**config.mk**
```make
export PLATFORM = sky130hd
export DESIGN_NAME = sig_analyzer
export DESIGN_NICKNAME = d
export VERILOG_FILES = /design/src/rtl/sa_pkg.sv /design/src/rtl/sa_datapath.sv /design/src/rtl/sa_ctrl.sv /design/src/rtl/sig_analyzer.sv
export SDC_FILE = /design/constraint.sdc
export NUM_CORES = 1
export LEC_CHECK = 0
export BUFFER_PORTS_ARGS = -buffer_cell sky130_fd_sc_hd__buf_4
export CORE_AREA = 2 2 39 41
export CTS_CLUSTER_SIZE = 8
export DETAILED_ROUTE_END_ITERATION = 10
export DIE_AREA = 0 0 41 43
export PLACE_DENSITY = 0.67
export SLEW_MARGIN = 20
export SYNTH_ARGS = -nofsm -noshare
export SYNTH_HDL_FRONTEND = slang
export SYNTH_SLANG_ARGS = --single-unit
```
**constraint.sdc**
```tcl
create_clock -name clk -period 2.1 [get_ports clk]
set_input_delay 0.315 -clock clk [delete_from_list [all_inputs] [get_ports clk]]
set_output_delay 0.315 -clock clk [all_outputs]
set_load 0.05 [all_outputs]
```
**src/rtl/sa_pkg.sv**
```systemverilog
package sa_pkg;
  // strobes from control to datapath
  typedef struct packed {
    logic load;     // force seed
    logic shift;    // compact one response
    logic multi;    // use the parallel word
    logic capture;  // latch the verdict this edge
  } saCtrl_t;
endpackage

```
**src/rtl/sa_datapath.sv**
```systemverilog
module sa_datapath
  import sa_pkg::*;
#(
  parameter int N = 5,
  parameter logic [N-1:0] POLY = 5'b01011,
  parameter logic [N-1:0] SEED = '0
) (
  input  logic         clk,
  input  saCtrl_t      ctrl,
  input  logic         serialIn,
  input  logic [N-1:0] parallelIn,
  input  logic [N-1:0] expectedSig,
  output logic [N-1:0] signature,
  output logic         matchNext
);
  // constant term of the divisor is always present
  localparam logic [N-1:0] TAPS = POLY | {{(N-1){1'b0}}, 1'b1};

  logic [N-1:0] sigQ;
  logic [N-1:0] inject;
  logic [N-1:0] divided;
  logic [N-1:0] sigNext;
  logic         feedBack;

  assign feedBack = sigQ[N-1];
  assign inject   = ctrl.multi ? parallelIn : {{(N-1){1'b0}}, serialIn};

  // stage 0 takes feedback directly, others shift through XOR taps
  assign divided[0] = feedBack ^ inject[0];
  for (genvar i = 1; i < N; i++) begin : g_stage
    assign divided[i] = sigQ[i-1] ^ (TAPS[i] & feedBack) ^ inject[i];
  end

  always_comb begin
    if (ctrl.load)       sigNext = SEED;
    else if (ctrl.shift) sigNext = divided;
    else                 sigNext = sigQ;
  end

  always_ff @(posedge clk) sigQ <= sigNext;

  assign signature = sigQ;
  assign matchNext = (sigNext == expectedSig);
endmodule

```
**src/rtl/sa_ctrl.sv**
```systemverilog
module sa_ctrl
  import sa_pkg::*;
(
  input  logic    clk,
  input  logic    clear,
  input  logic    enable,
  input  logic    modeMulti,
  input  logic    done,
  input  logic    matchNext,
  output saCtrl_t ctrl,
  output logic    verdictValid,
  output logic    testPass
);
  logic validQ;
  logic passQ;

  always_comb begin
    ctrl.load    = clear;
    ctrl.shift   = enable & ~clear & ~validQ;
    ctrl.multi   = modeMulti;
    ctrl.capture = done & ~clear & ~validQ;
  end

  always_ff @(posedge clk) begin
    if (clear) begin
      validQ <= 1'b0;
      passQ  <= 1'b0;
    end else if (ctrl.capture) begin
      validQ <= 1'b1;
      passQ  <= matchNext;
    end
  end

  assign verdictValid = validQ;
  assign testPass     = passQ;
endmodule

```
**src/rtl/sig_analyzer.sv**
```systemverilog
module sig_analyzer
  import sa_pkg::*;
#(
  parameter int N = 5,
  parameter logic [N-1:0] POLY = 5'b01011,
  parameter logic [N-1:0] SEED = '0
) (
  input  logic         clk,
  input  logic         clear,
  input  logic         enable,
  input  logic         modeMulti,
  input  logic         serialIn,
  input  logic [N-1:0] parallelIn,
  input  logic [N-1:0] expectedSig,
  input  logic         done,
  output logic [N-1:0] signature,
  output logic         verdictValid,
  output logic         testPass
);
  saCtrl_t ctrl;
  logic    matchNext;

  sa_ctrl u_ctrl (
    .clk(clk), .clear(clear), .enable(enable), .modeMulti(modeMulti),
    .done(done), .matchNext(matchNext), .ctrl(ctrl),
    .verdictValid(verdictValid), .testPass(testPass)
  );

  sa_datapath #(.N(N), .POLY(POLY), .SEED(SEED)) u_dp (
    .clk(clk), .ctrl(ctrl), .serialIn(serialIn), .parallelIn(parallelIn),
    .expectedSig(expectedSig), .signature(signature), .matchNext(matchNext)
  );
endmodule

```
==> flow_metrics.env <==
export IMPL_root_buffer="clkbuf_4"
export IMPL_initial_utilization_pct=37.97
export IMPL_synthAdderAreaFrac_pct=0
export IMPL_min_path_type="in2reg"
export IMPL_placed_area_um2=688.2
export IMPL_synth_xor_area_share_pct=28.81
export IMPL_grt_max_degree=12
export IMPL_post_synth_cell_area_avg_um2=9.732
export IMPL_core_um2=1384
export IMPL_reg2reg_depth=5
export IMPL_cts_buffers=3
export IMPL_drc=0
export IMPL_wl_um=1137
export IMPL_synth_area_mux_share_pct=3.810
export IMPL_synth_top_area_share_pct=26.67
export IMPL_postRouteAntennaNets=0
export IMPL_firstDrtPassIters=1
export IMPL_grt_pass1_wl_um=1752
export IMPL_placed_cells=90
export IMPL_cts_hold_buf=0
export IMPL_yosysTopAreaCell="dfxtp_1"
export IMPL_synth_ff_type="dfxtp_1"
export IMPL_drt_first_iter_violations=0
export IMPL_setup_viol_count_final=0
export IMPL_hold_violations=0
export IMPL_arrival_ps=1920
export IMPL_io_buffers=22
export IMPL_diodes=0
export IMPL_p_leak_nw=0.3271
export IMPL_yosysWarnings=0
export IMPL_yosys_cell_types_count=22
export IMPL_clkTransAtPathRegs_ps=60
export IMPL_fin_cells=94
export IMPL_drv_slew=0
export IMPL_die_x_um=41
export IMPL_rsz0062_at_grt="false"
export IMPL_via_count=461
export IMPL_ys_seq_elements=7
export IMPL_tightest_slew_ps=469.2
export IMPL_irDropWorstVdd_uv=306.6
export IMPL_critical_path_class="reg2reg"
export IMPL_synthTopCellsByCount="nand2_1 (8), dfxtp_1 (7), xnor2_1 (7), nand3b_1 (5)"
export IMPL_fin_area_um2=714.4
export IMPL_yosys_area_share_simple_pct=26.90
export IMPL_reg2reg_from="u_dp.signature[4]$_DFF_P_"
export IMPL_status="finished, final reports clean"
export IMPL_row_count=14
export IMPL_skew_ps=1.644
export IMPL_utilization_pct=51.63
export IMPL_synth_most_common_cell="nand2_1"
export IMPL_syn2layout_area_growth_pct=35.95
export IMPL_clockBufferDepth=2
export IMPL_power_density_nw_per_um2=631.2
export IMPL_tns_ps=0
export IMPL_grt_usage_pct=15.01
export IMPL_crit_start="u_dp.signature[4]$_DFF_P_"
export IMPL_hp_start="done"
export IMPL_cts_tree="yes"
export IMPL_synthTopCellsByArea="dfxtp_1 (27%), xnor2_1 (12%), xor3_1 (9.0%)"
export IMPL_postLayoutSetupSlackWorst_ps=336.5
export IMPL_routedWlPerCell_um=12.10
export IMPL_path_max_fanout=6
export IMPL_gp_congestion=0.7890
export IMPL_antenna_found_initial=0
export IMPL_dieHeight_um=43
export IMPL_cp_start_kind="flop"
export IMPL_whs_path_depth=3
export IMPL_async_flop_share_pct=0
export IMPL_synth_compound_area_share_pct=9.524
export IMPL_drive_gt1_share_pct=39.74
export IMPL_avgViaCountPerCell=4.904
export IMPL_synthesis_area_um2=525.5
export IMPL_synthCells=54
export IMPL_fin_nets=95
export IMPL_min_period_over_period_pct=83.98
export IMPL_grt_pass1_vias=432
export IMPL_maxCapViolCount=0
export IMPL_cts_resized=0
export IMPL_dp_hpwl_um=929.8
export IMPL_cts_setup_buffers=0
export IMPL_relSlewSlack_pct=68.65
export IMPL_gr_total_overflow=0
export IMPL_ios=23
export IMPL_syn_nets=70
export IMPL_synth_top_family_by_area="XOR/XNOR gates"
export IMPL_place_ws_ps=332.9
export IMPL_htreeDepth=1
export IMPL_crit_path_end_kind="flop"
export IMPL_fmax_mhz=567.1
export IMPL_worstPathRequired_ps=2250
export IMPL_clock_latency_ps=250
export IMPL_die_area_um2=1763
export IMPL_clock_sinks=7
export IMPL_synth_edf_count=0
export IMPL_seq_area_frac_synth_pct=26.67
export IMPL_finalCriticalPeriod_ps=1763
where the power goes:
group / internal, W / total (W) / switching [W]
logic: 0.0000825 / 0.000169 / 0.0000866
clock network: 0.0000727 / 0.000125 / 0.0000523
registers: 0.000143 / 0.000157 / 0.0000137
registers in the layout (all words and copies together), names as in the netlist:
name / count
u_dp.signature: 5
u_ctrl.testPass: 1
u_ctrl.verdictValid: 1
worst max-delay path, stage by stage (launching register included):
cell,delay (ps)
dfxtp_1,490
xnor2_1,220
xor3_1,410
nor4b_2,220
o32ai_1,130
o41ai_2,200
metal layers:
metal	routed length [um]	GRT usage, %
met1	496	17.86
met2	593	22.81
met3	32	4.712
met4	14	8.000
met5	0	0
placed cells by master, fill, tap and decap left out, types with 2 or more instances in the layout:
cell type / netlist / final
xor3_1: 2 / 2
dfxtp_1: 7 / 7
xnor2_1: 7 / 7
mux2i_1: 2 / 2
nand3b_1: 5 / 5
o21ai_0: 3 / 3
nor2_1: 3 / 3
buf_4: 0 / 22
nand2_1: 8 / 8
clkbuf_4: 0 / 3
xor2_1: 3 / 3
area by class of cell:
class / instances / area [um^2]
Clock buffer: 4 / 26.28
Fill cell: 137 / 669.4
Multi-Input combinational cell: 45 / 362.8
Sequential cell: 7 / 140.1
Tap cell: 16 / 20.02
Timing Repair Buffer: 22 / 165.2
stage by stage:
step | hold WS (ps) | power (W)
floorplan | 387.4 | 0.0002796
global placement | 490.1 | 0.0003302
detailed placement | 504.8 | 0.0003298
CTS | 281.6 | 0.0004583
global route | 291.0 | 0.0004788
finish | 285.7 | 0.0004510
path summary, 6_finish.rpt:
| path | endpoint | slack (ps) |
|---|---|---|
| max | u_ctrl.testPass$_SDFFE_PP0P_ | 340 |
| min | u_ctrl.verdictValid$_SDFFE_PP0P_ | 290 |
| max reg2reg | u_ctrl.testPass$_SDFFE_PP0P_ | 340 |
| min reg2reg | u_ctrl.testPass$_SDFFE_PP0P_ | 520 |
cell families after synthesis:
kind of cell           count (synthesis)
flip-flops                             7
AO/OA/AOI/OAI                          7
multiplexers                           2
AND/OR/NAND/NOR                       23
buffers and inverters                  2
XOR/XNOR                              13
Power figures use the tool's default switching activity.
